<file path="config.mk">
export PLATFORM = sky130hd
export DESIGN_NAME = utx_mphy_addr_match
export DESIGN_NICKNAME = d
export VERILOG_FILES = /design/src/rtl/utx_pkg.sv /design/src/rtl/utx_addr_regs.sv /design/src/rtl/utx_poll_sel.sv /design/src/rtl/utx_mphy_addr_match.sv
export SDC_FILE = /design/constraint.sdc
export NUM_CORES = 1
export LEC_CHECK = 0
export CAP_MARGIN = 10
export CORE_ASPECT_RATIO = 1.1
export CORE_MARGIN = 2
export CORE_UTILIZATION = 57
export DETAILED_ROUTE_END_ITERATION = 12
export PLACE_DENSITY = 0.86
export SETUP_SLACK_MARGIN = 0.3
export SYNTH_ARGS = -nofsm -noshare
export SYNTH_HDL_FRONTEND = slang
export SYNTH_SLANG_ARGS = --single-unit
</file>
<file path="constraint.sdc">
create_clock -name clk -period 4.6 [get_ports clk]
set_input_delay 0.92 -clock clk [delete_from_list [all_inputs] [get_ports clk]]
set_output_delay 0.92 -clock clk [all_outputs]
set_load 0.01 [all_outputs]
</file>
<file path="src/rtl/utx_pkg.sv">
package utx_pkg;
    localparam int UTX_AW = 5;
    localparam logic [UTX_AW-1:0] UTX_NULL_ADDR = 5'h1F;
    typedef logic [UTX_AW-1:0] utx_addr_t;
endpackage

</file>
<file path="src/rtl/utx_addr_regs.sv">
module utx_addr_regs
    import utx_pkg::*;
#(
    parameter int NCH = 3,
    parameter int HAW = 12,
    parameter logic [HAW-1:0] PTR_OFS = 12'h597,
    parameter logic [HAW-1:0] ADR_OFS = 12'h593
) (
    input  logic                     clk,
    input  logic                     rst_n,
    input  logic                     host_wr,
    input  logic [HAW-1:0]           host_addr,
    input  logic [7:0]               host_wdata,
    output logic [7:0]               host_rdata,
    input  logic                     cell_active,
    output logic [NCH-1:0][UTX_AW-1:0] tbl_addr,
    output logic [NCH-1:0]           tbl_valid
);
    typedef struct packed {
        utx_addr_t                   ptr;
        logic [NCH-1:0][UTX_AW-1:0]  addr;
        logic [NCH-1:0]              valid;
        logic [NCH-1:0]              pend;
        logic [NCH-1:0][UTX_AW-1:0]  pend_addr;
    } regs_t;

    regs_t r_d, r_q;
    logic wr_ptr, wr_adr;
    logic [NCH-1:0] wr_hit;
    logic unused_wbits;

    assign unused_wbits = ^host_wdata[7:UTX_AW];
    assign wr_ptr = host_wr && (host_addr == PTR_OFS);
    assign wr_adr = host_wr && (host_addr == ADR_OFS);

    always_comb begin
        for (int i = 0; i < NCH; i++) begin
            wr_hit[i] = wr_adr && (r_q.ptr == UTX_AW'(i));
        end
    end

    always_comb begin
        r_d = r_q;
        if (wr_ptr) r_d.ptr = host_wdata[UTX_AW-1:0];
        for (int i = 0; i < NCH; i++) begin
            if (!cell_active) begin
                if (wr_hit[i]) begin
                    r_d.addr[i]  = host_wdata[UTX_AW-1:0];
                    r_d.valid[i] = 1'b1;
                    r_d.pend[i]  = 1'b0;
                end else if (r_q.pend[i]) begin
                    r_d.addr[i]  = r_q.pend_addr[i];
                    r_d.valid[i] = 1'b1;
                    r_d.pend[i]  = 1'b0;
                end
            end else if (wr_hit[i]) begin
                r_d.pend[i]      = 1'b1;
                r_d.pend_addr[i] = host_wdata[UTX_AW-1:0];
            end
        end
    end

    always_comb begin
        host_rdata = 8'h00;
        if (host_addr == PTR_OFS) begin
            host_rdata[UTX_AW-1:0] = r_q.ptr;
        end else if (host_addr == ADR_OFS) begin
            for (int i = 0; i < NCH; i++) begin
                if (r_q.ptr == UTX_AW'(i)) host_rdata[UTX_AW-1:0] = r_q.addr[i];
            end
        end
    end

    always_ff @(posedge clk or negedge rst_n) begin
        if (!rst_n) r_q <= '0;
        else        r_q <= r_d;
    end

    assign tbl_addr  = r_q.addr;
    assign tbl_valid = r_q.valid;

    // Table must not move while a cell is in flight
    assert_tbl_frozen_in_cell_R9: assert property (@(posedge clk) disable iff (!rst_n)
        cell_active |=> $stable(r_q.addr));
    // Valid flags never drop once set
    assert_valid_sticky_R3: assert property (@(posedge clk) disable iff (!rst_n)
        1'b1 |=> ((r_q.valid & $past(r_q.valid)) == $past(r_q.valid)));
endmodule

</file>
<file path="src/rtl/utx_poll_sel.sv">
module utx_poll_sel
    import utx_pkg::*;
#(
    parameter int NCH        = 3,
    parameter int CELL_BYTES = 53
) (
    input  logic                     clk,
    input  logic                     rst_n,
    input  logic                     txenb_n,
    input  utx_addr_t                txaddr,
    input  logic                     txsoc,
    input  logic [NCH-1:0]           ch_space,
    input  logic [NCH-1:0][UTX_AW-1:0] tbl_addr,
    input  logic [NCH-1:0]           tbl_valid,
    output logic                     clav,
    output logic                     clav_oe,
    output logic [NCH-1:0]           ch_soc,
    output logic [NCH-1:0]           ch_wr,
    output logic                     cell_active
);
    localparam int CW = $clog2(CELL_BYTES + 1);

    typedef struct packed {
        logic [NCH-1:0] sel;
        logic           clav;
        logic           oe;
        logic           active;
        logic [CW-1:0]  cnt;
    } bus_t;

    bus_t s_d, s_q;
    logic [NCH-1:0] pick;
    logic           any_hit;
    logic           beat;

    always_comb begin
        pick    = '0;
        any_hit = 1'b0;
        for (int i = 0; i < NCH; i++) begin
            if (!any_hit && tbl_valid[i] && (tbl_addr[i] == txaddr)
                && (txaddr != UTX_NULL_ADDR)) begin
                pick[i] = 1'b1;
                any_hit = 1'b1;
            end
        end
    end

    assign beat = !txenb_n && (|s_q.sel);

    always_comb begin
        s_d      = s_q;
        s_d.clav = 1'b0;
        s_d.oe   = 1'b0;
        if (txenb_n) begin
            if (any_hit) begin
                s_d.oe   = 1'b1;
                s_d.clav = |(pick & ch_space);
                s_d.sel  = pick;
            end else if (txaddr != UTX_NULL_ADDR) begin
                s_d.sel  = '0;
            end
        end
        if (beat && txsoc) begin
            s_d.cnt    = CW'(1);
            s_d.active = 1'b1;
        end else if (beat && s_q.active) begin
            if (s_q.cnt == CW'(CELL_BYTES - 1)) begin
                s_d.cnt    = '0;
                s_d.active = 1'b0;
            end else begin
                s_d.cnt    = s_q.cnt + CW'(1);
            end
        end
    end

    always_ff @(posedge clk or negedge rst_n) begin
        if (!rst_n) s_q <= '0;
        else        s_q <= s_d;
    end

    assign clav        = s_q.clav;
    assign clav_oe     = s_q.oe;
    assign ch_wr       = {NCH{!txenb_n}} & s_q.sel;
    assign ch_soc      = ch_wr & {NCH{txsoc}};
    assign cell_active = s_q.active;

    assert_null_never_answers_R6: assert property (@(posedge clk) disable iff (!rst_n)
        (txenb_n && txaddr == UTX_NULL_ADDR) |=> !clav_oe);
    assert_no_answer_under_enb_R5: assert property (@(posedge clk) disable iff (!rst_n)
        !txenb_n |=> !clav_oe);
    assert_clav_quiet_when_off_R4: assert property (@(posedge clk) disable iff (!rst_n)
        !clav_oe |-> !clav);
    assert_sel_held_under_enb_R7: assert property (@(posedge clk) disable iff (!rst_n)
        !txenb_n |=> $stable(s_q.sel));
    assert_wr_onehot_R8: assert property (@(posedge clk) disable iff (!rst_n)
        $onehot0(ch_wr));
endmodule

</file>
<file path="src/rtl/utx_mphy_addr_match.sv">
module utx_mphy_addr_match
    import utx_pkg::*;
#(
    parameter int NCH        = 3,
    parameter int CELL_BYTES = 53,
    parameter int HAW        = 12,
    parameter logic [HAW-1:0] PTR_OFS = 12'h597,
    parameter logic [HAW-1:0] ADR_OFS = 12'h593
) (
    input  logic                 clk,
    input  logic                 rst_n,
    input  logic                 host_wr,
    input  logic [HAW-1:0]       host_addr,
    input  logic [7:0]           host_wdata,
    output logic [7:0]           host_rdata,
    input  logic                 txenb_n,
    input  logic [UTX_AW-1:0]    txaddr,
    input  logic                 txsoc,
    input  logic [NCH-1:0]       ch_space,
    output logic                 clav,
    output logic                 clav_oe,
    output logic [NCH-1:0]       ch_soc,
    output logic [NCH-1:0]       ch_wr
);
    logic [NCH-1:0][UTX_AW-1:0] tbl_addr;
    logic [NCH-1:0]             tbl_valid;
    logic                       cell_active;

    utx_addr_regs #(
        .NCH(NCH), .HAW(HAW), .PTR_OFS(PTR_OFS), .ADR_OFS(ADR_OFS)
    ) u_regs (
        .clk(clk), .rst_n(rst_n),
        .host_wr(host_wr), .host_addr(host_addr),
        .host_wdata(host_wdata), .host_rdata(host_rdata),
        .cell_active(cell_active),
        .tbl_addr(tbl_addr), .tbl_valid(tbl_valid)
    );

    utx_poll_sel #(
        .NCH(NCH), .CELL_BYTES(CELL_BYTES)
    ) u_bus (
        .clk(clk), .rst_n(rst_n),
        .txenb_n(txenb_n), .txaddr(txaddr), .txsoc(txsoc),
        .ch_space(ch_space),
        .tbl_addr(tbl_addr), .tbl_valid(tbl_valid),
        .clav(clav), .clav_oe(clav_oe),
        .ch_soc(ch_soc), .ch_wr(ch_wr),
        .cell_active(cell_active)
    );
endmodule

</file>
==> impl_metrics.env <==
export IMPL_synth_async_reset_ratio=1.00
export IMPL_grt_pass1_vias=2346
export IMPL_worstSetupStartpointType="input port"
export IMPL_totalWireLength_mm=6.73
export IMPL_maxCapViolations=0
export IMPL_status="complete, no violations"
export IMPL_reg2reg_slack_ps=2470
export IMPL_reg2reg_to="u_regs.tbl_addr[10]$_DFFE_PN0P_"
export IMPL_worstPathRequired_ps=3680
export IMPL_cp_max_fo=5
export IMPL_synth_area_um2=2880
export IMPL_critPathTopFamily="simple AND/OR/NAND/NOR gates"
export IMPL_yosysTopAreaCellShare=0.460
export IMPL_core_area_um2=4930
export IMPL_cpPeakStageDelay_ps=540
export IMPL_initial_utilization=0.585
export IMPL_dieHeight_um=78.6
export IMPL_die_x_um=71.8
export IMPL_cts_tree="built"
export IMPL_overflow=0
export IMPL_max_freq_mhz=241
export IMPL_slew_headroom=0.566
export IMPL_cts_buffer_depth=2
export IMPL_vdd_drop_max_mv=0.228
export IMPL_ctsRootBufferMaster="clkbuf_8"
export IMPL_cp_depth=8
export IMPL_clkTransAtPathRegs_ps=90
export IMPL_worst_r2r_startpoint="u_regs.r_q[39]$_DFFE_PN0P_"
export IMPL_cp_data_arrival_time_ps=3230
export IMPL_maxSlewViolCount=0
export IMPL_setup_viol=0
export IMPL_crit_chain="clkdlybuf4s50_1 > nand4bb_4 > or4_4 > or4b_4 > buf_4 > a21oi_2 > a21o_1 > dlygate4sd2_1"
export IMPL_seq_area_frac_synth=0.460
export IMPL_nets=354
export IMPL_synth_area_leaders="dfrtp_1 46%, mux2_2 8.6%, nand2_1 4.0%"
export IMPL_antenna_found_initial=0
export IMPL_hold_class="register to register"
export IMPL_cp_slowest_cell="or4b_4"
export IMPL_fillers=386
export IMPL_synth_edf_count=0
export IMPL_drc=0
export IMPL_diodes=0
export IMPL_vias=2271
export IMPL_fin_util=0.700
export IMPL_htreeDepth=2
export IMPL_rows=27
export IMPL_insertion_delay_ps=310
export IMPL_endpoint="host_rdata[2]"
export IMPL_drt_vias_per_instance=6.01
export IMPL_grt_pass1_wl_mm=11.3
export IMPL_critPathBufInv=3
export IMPL_worst_pin_slew_ps=651
export IMPL_tns_ps=0
export IMPL_hold_viol=0
export IMPL_grt_max_degree=54
export IMPL_hpwl_mm=4.93
export IMPL_critPathCaptureType="primary output"
export IMPL_synthFlopType="dfrtp_1"
export IMPL_period_share=0.902
export IMPL_drt_initial_drc_count=110
export IMPL_numClockSinks=53
export IMPL_grt_usage=0.254
export IMPL_fin_skew_ps=11.9
export IMPL_yosysUniqueCellTypes=51
export IMPL_yosysTopAreaCell="dfrtp_1"
export IMPL_drt_pass1_iterations=4
export IMPL_rsz0062_at_grt="false"
export IMPL_cts_made_buffers=5
export IMPL_rr_worst_depth=5
export IMPL_place_gp_congestion=0.896
export IMPL_min_period_ps=4150
export IMPL_pin_count=49
export IMPL_die_area_um2=5650
export IMPL_avgRoutedWirePerCell_um=17.8
export IMPL_crit_start="host_addr[11]"
export IMPL_avgSynthCellArea_um2=10.4
export IMPL_ctsHoldBuffers=0
export IMPL_ant_nets=0
export IMPL_drive_gt1_frac=0.203
export IMPL_power_density_nw_per_um2=285
export IMPL_area_delta_synth_final_pct=19.7
export IMPL_netlist_instances=277
export IMPL_crit_type="input port to primary output"
export IMPL_p_leak_nw=1.61
export IMPL_ys_ff_latch=53
export IMPL_ys_warn_count=0
export IMPL_io_buffers=42
[worst min-delay path by stage]
stage	start	endpoint	slack, ps	depth (start not counted)
2_1_floorplan	u_regs.tbl_valid[0]$_DFFE_PN0P_	u_regs.tbl_valid[0]$_DFFE_PN0P_	430	1
4_1_cts	u_regs.tbl_valid[0]$_DFFE_PN0P_	u_regs.tbl_valid[0]$_DFFE_PN0P_	480	1
5_1_grt	u_regs.tbl_valid[0]$_DFFE_PN0P_	u_regs.tbl_valid[0]$_DFFE_PN0P_	500	1
3_3_place_gp	u_regs.tbl_valid[0]$_DFFE_PN0P_	u_regs.tbl_valid[0]$_DFFE_PN0P_	450	1
6_report	u_regs.tbl_valid[0]$_DFFE_PN0P_	u_regs.tbl_valid[0]$_DFFE_PN0P_	480	1
3_5_place_dp	u_regs.tbl_valid[0]$_DFFE_PN0P_	u_regs.tbl_valid[0]$_DFFE_PN0P_	450	1
[Yosys cell counts, types with 3 or more instances]
| cell type | count |
|---|---|
| a21o_1 | 5 |
| a21oi_1 | 9 |
| a221oi_1 | 5 |
| a22oi_1 | 5 |
| a311oi_1 | 3 |
| and2_1 | 4 |
| and4_1 | 5 |
| buf_4 | 4 |
| clkbuf_1 | 5 |
| dfrtp_1 | 53 |
| inv_1 | 9 |
| mux2_2 | 22 |
| nand2_1 | 31 |
| nand2b_1 | 7 |
| nand3_1 | 5 |
| nor2_1 | 19 |
| nor2b_1 | 6 |
| nor3_1 | 9 |
| nor4_1 | 3 |
| o21ai_0 | 4 |
| o221a_2 | 10 |
| or2_2 | 8 |
| xnor2_1 | 3 |
| xor2_1 | 11 |
[power by group]
part           switching [mW]  total (mW)  internal, mW  leakage (nW)
sequential             0.0535       0.545         0.492         0.708
clock                   0.163       0.277         0.114        0.0511
combinational          0.0823       0.162        0.0796         0.853
[per-stage QoR]
stage / instances / worst slack (ps) / instance area, µm² / hold slack [ps] / total power [mW]
final: 378 / 449 / 3450 / 477 / 0.984
after global routing: 378 / 383 / 3450 / 505 / 1.04
after CTS: 377 / 290 / 3440 / 480 / 0.988
after detailed placement: 369 / 288 / 3330 / 454 / 0.716
after global placement: 369 / 305 / 3330 / 449 / 0.705
after floorplan: 279 / 1300 / 2890 / 426 / 0.639
[area by class of cell]
| class | instances | area (µm²) | share of cell area |
|---|---|---|---|
| Sequential cell | 53 | 1330 | 0.384 |
| Clock buffer | 5 | 68.8 | 0.0199 |
| Inverter | 10 | 37.5 | 0.0109 |
| Clock inverter | 3 | 33.8 | 0.00979 |
| Tap cell | 58 | 72.6 | 0.0210 |
| Timing Repair Buffer | 44 | 435 | 0.126 |
| Multi-Input combinational cell | 205 | 1480 | 0.428 |
[registers in the layout, summed over array words and instances (netlist names)]
name               cells
u_regs.r_q            23
u_regs.tbl_addr       15
u_bus.s_q              9
u_regs.tbl_valid       3
u_bus.cell_active      1
u_bus.clav             1
u_bus.clav_oe          1
[kinds of logic (layout without fill, tap and decap cells)]
logic type / count (synthesis) / count (layout) / share of synthesized area
multiplexers: 22 / 22 / 0.0859
AO/OA/AOI/OAI: 51 / 51 / 0.142
XOR/XNOR: 14 / 14 / 0.0425
flip-flops: 53 / 53 / 0.460
buffers and inverters: 21 / 62 / 0.0330
other: 1 / 3 / 0.00130
AND/OR/NAND/NOR: 113 / 113 / 0.226
adder cells (fa/ha/maj): 2 / 2 / 0.00868
[cell usage in the layout (no fill, tap or decap), drive strengths merged, types with 2 or more instances in the layout]
| cell type | n |
|---|---|
| nor4 | 5 |
| o21ai | 5 |
| nand2b | 7 |
| nor2b | 6 |
| and2 | 5 |
| inv | 10 |
| clkbuf | 5 |
| a22oi | 5 |
| nor2 | 19 |
| dlymetal6s2s | 3 |
| a21oi | 11 |
| nand2 | 32 |
| nand3 | 5 |
| o221a | 10 |
| xor2 | 11 |
| conb | 3 |
| buf | 3 |
| dfrtp | 53 |
| clkdlybuf4s50 | 36 |
| and3 | 2 |
| a221oi | 5 |
| a41oi | 2 |
| dlygate4sd2 | 2 |
| a21o | 5 |
| ha | 2 |
| clkinv | 3 |
| or2 | 8 |
| mux2 | 22 |
| nor3 | 10 |
| and4 | 5 |
| xnor2 | 3 |
| a311oi | 3 |
[metal layers]
layer | vias up | wire length [µm] | track usage
li1 | 1079 | - | -
met1 | 1102 | 2760 | 0.327
met2 | 76 | 3510 | 0.448
met3 | 14 | 335 | 0.0385
met4 | 0 | 132 | 0.0585
met5 | - | 0 | 0
[timing repair]
| action | CTS | global route |
|---|---|---|
| buffers inserted | 0 | 1 |
| setup endpoints to repair | 3 | 3 |
| resized for setup | 4 | 3 |
| pin swaps | 0 | 1 |
Power figures use the tool's default switching activity.
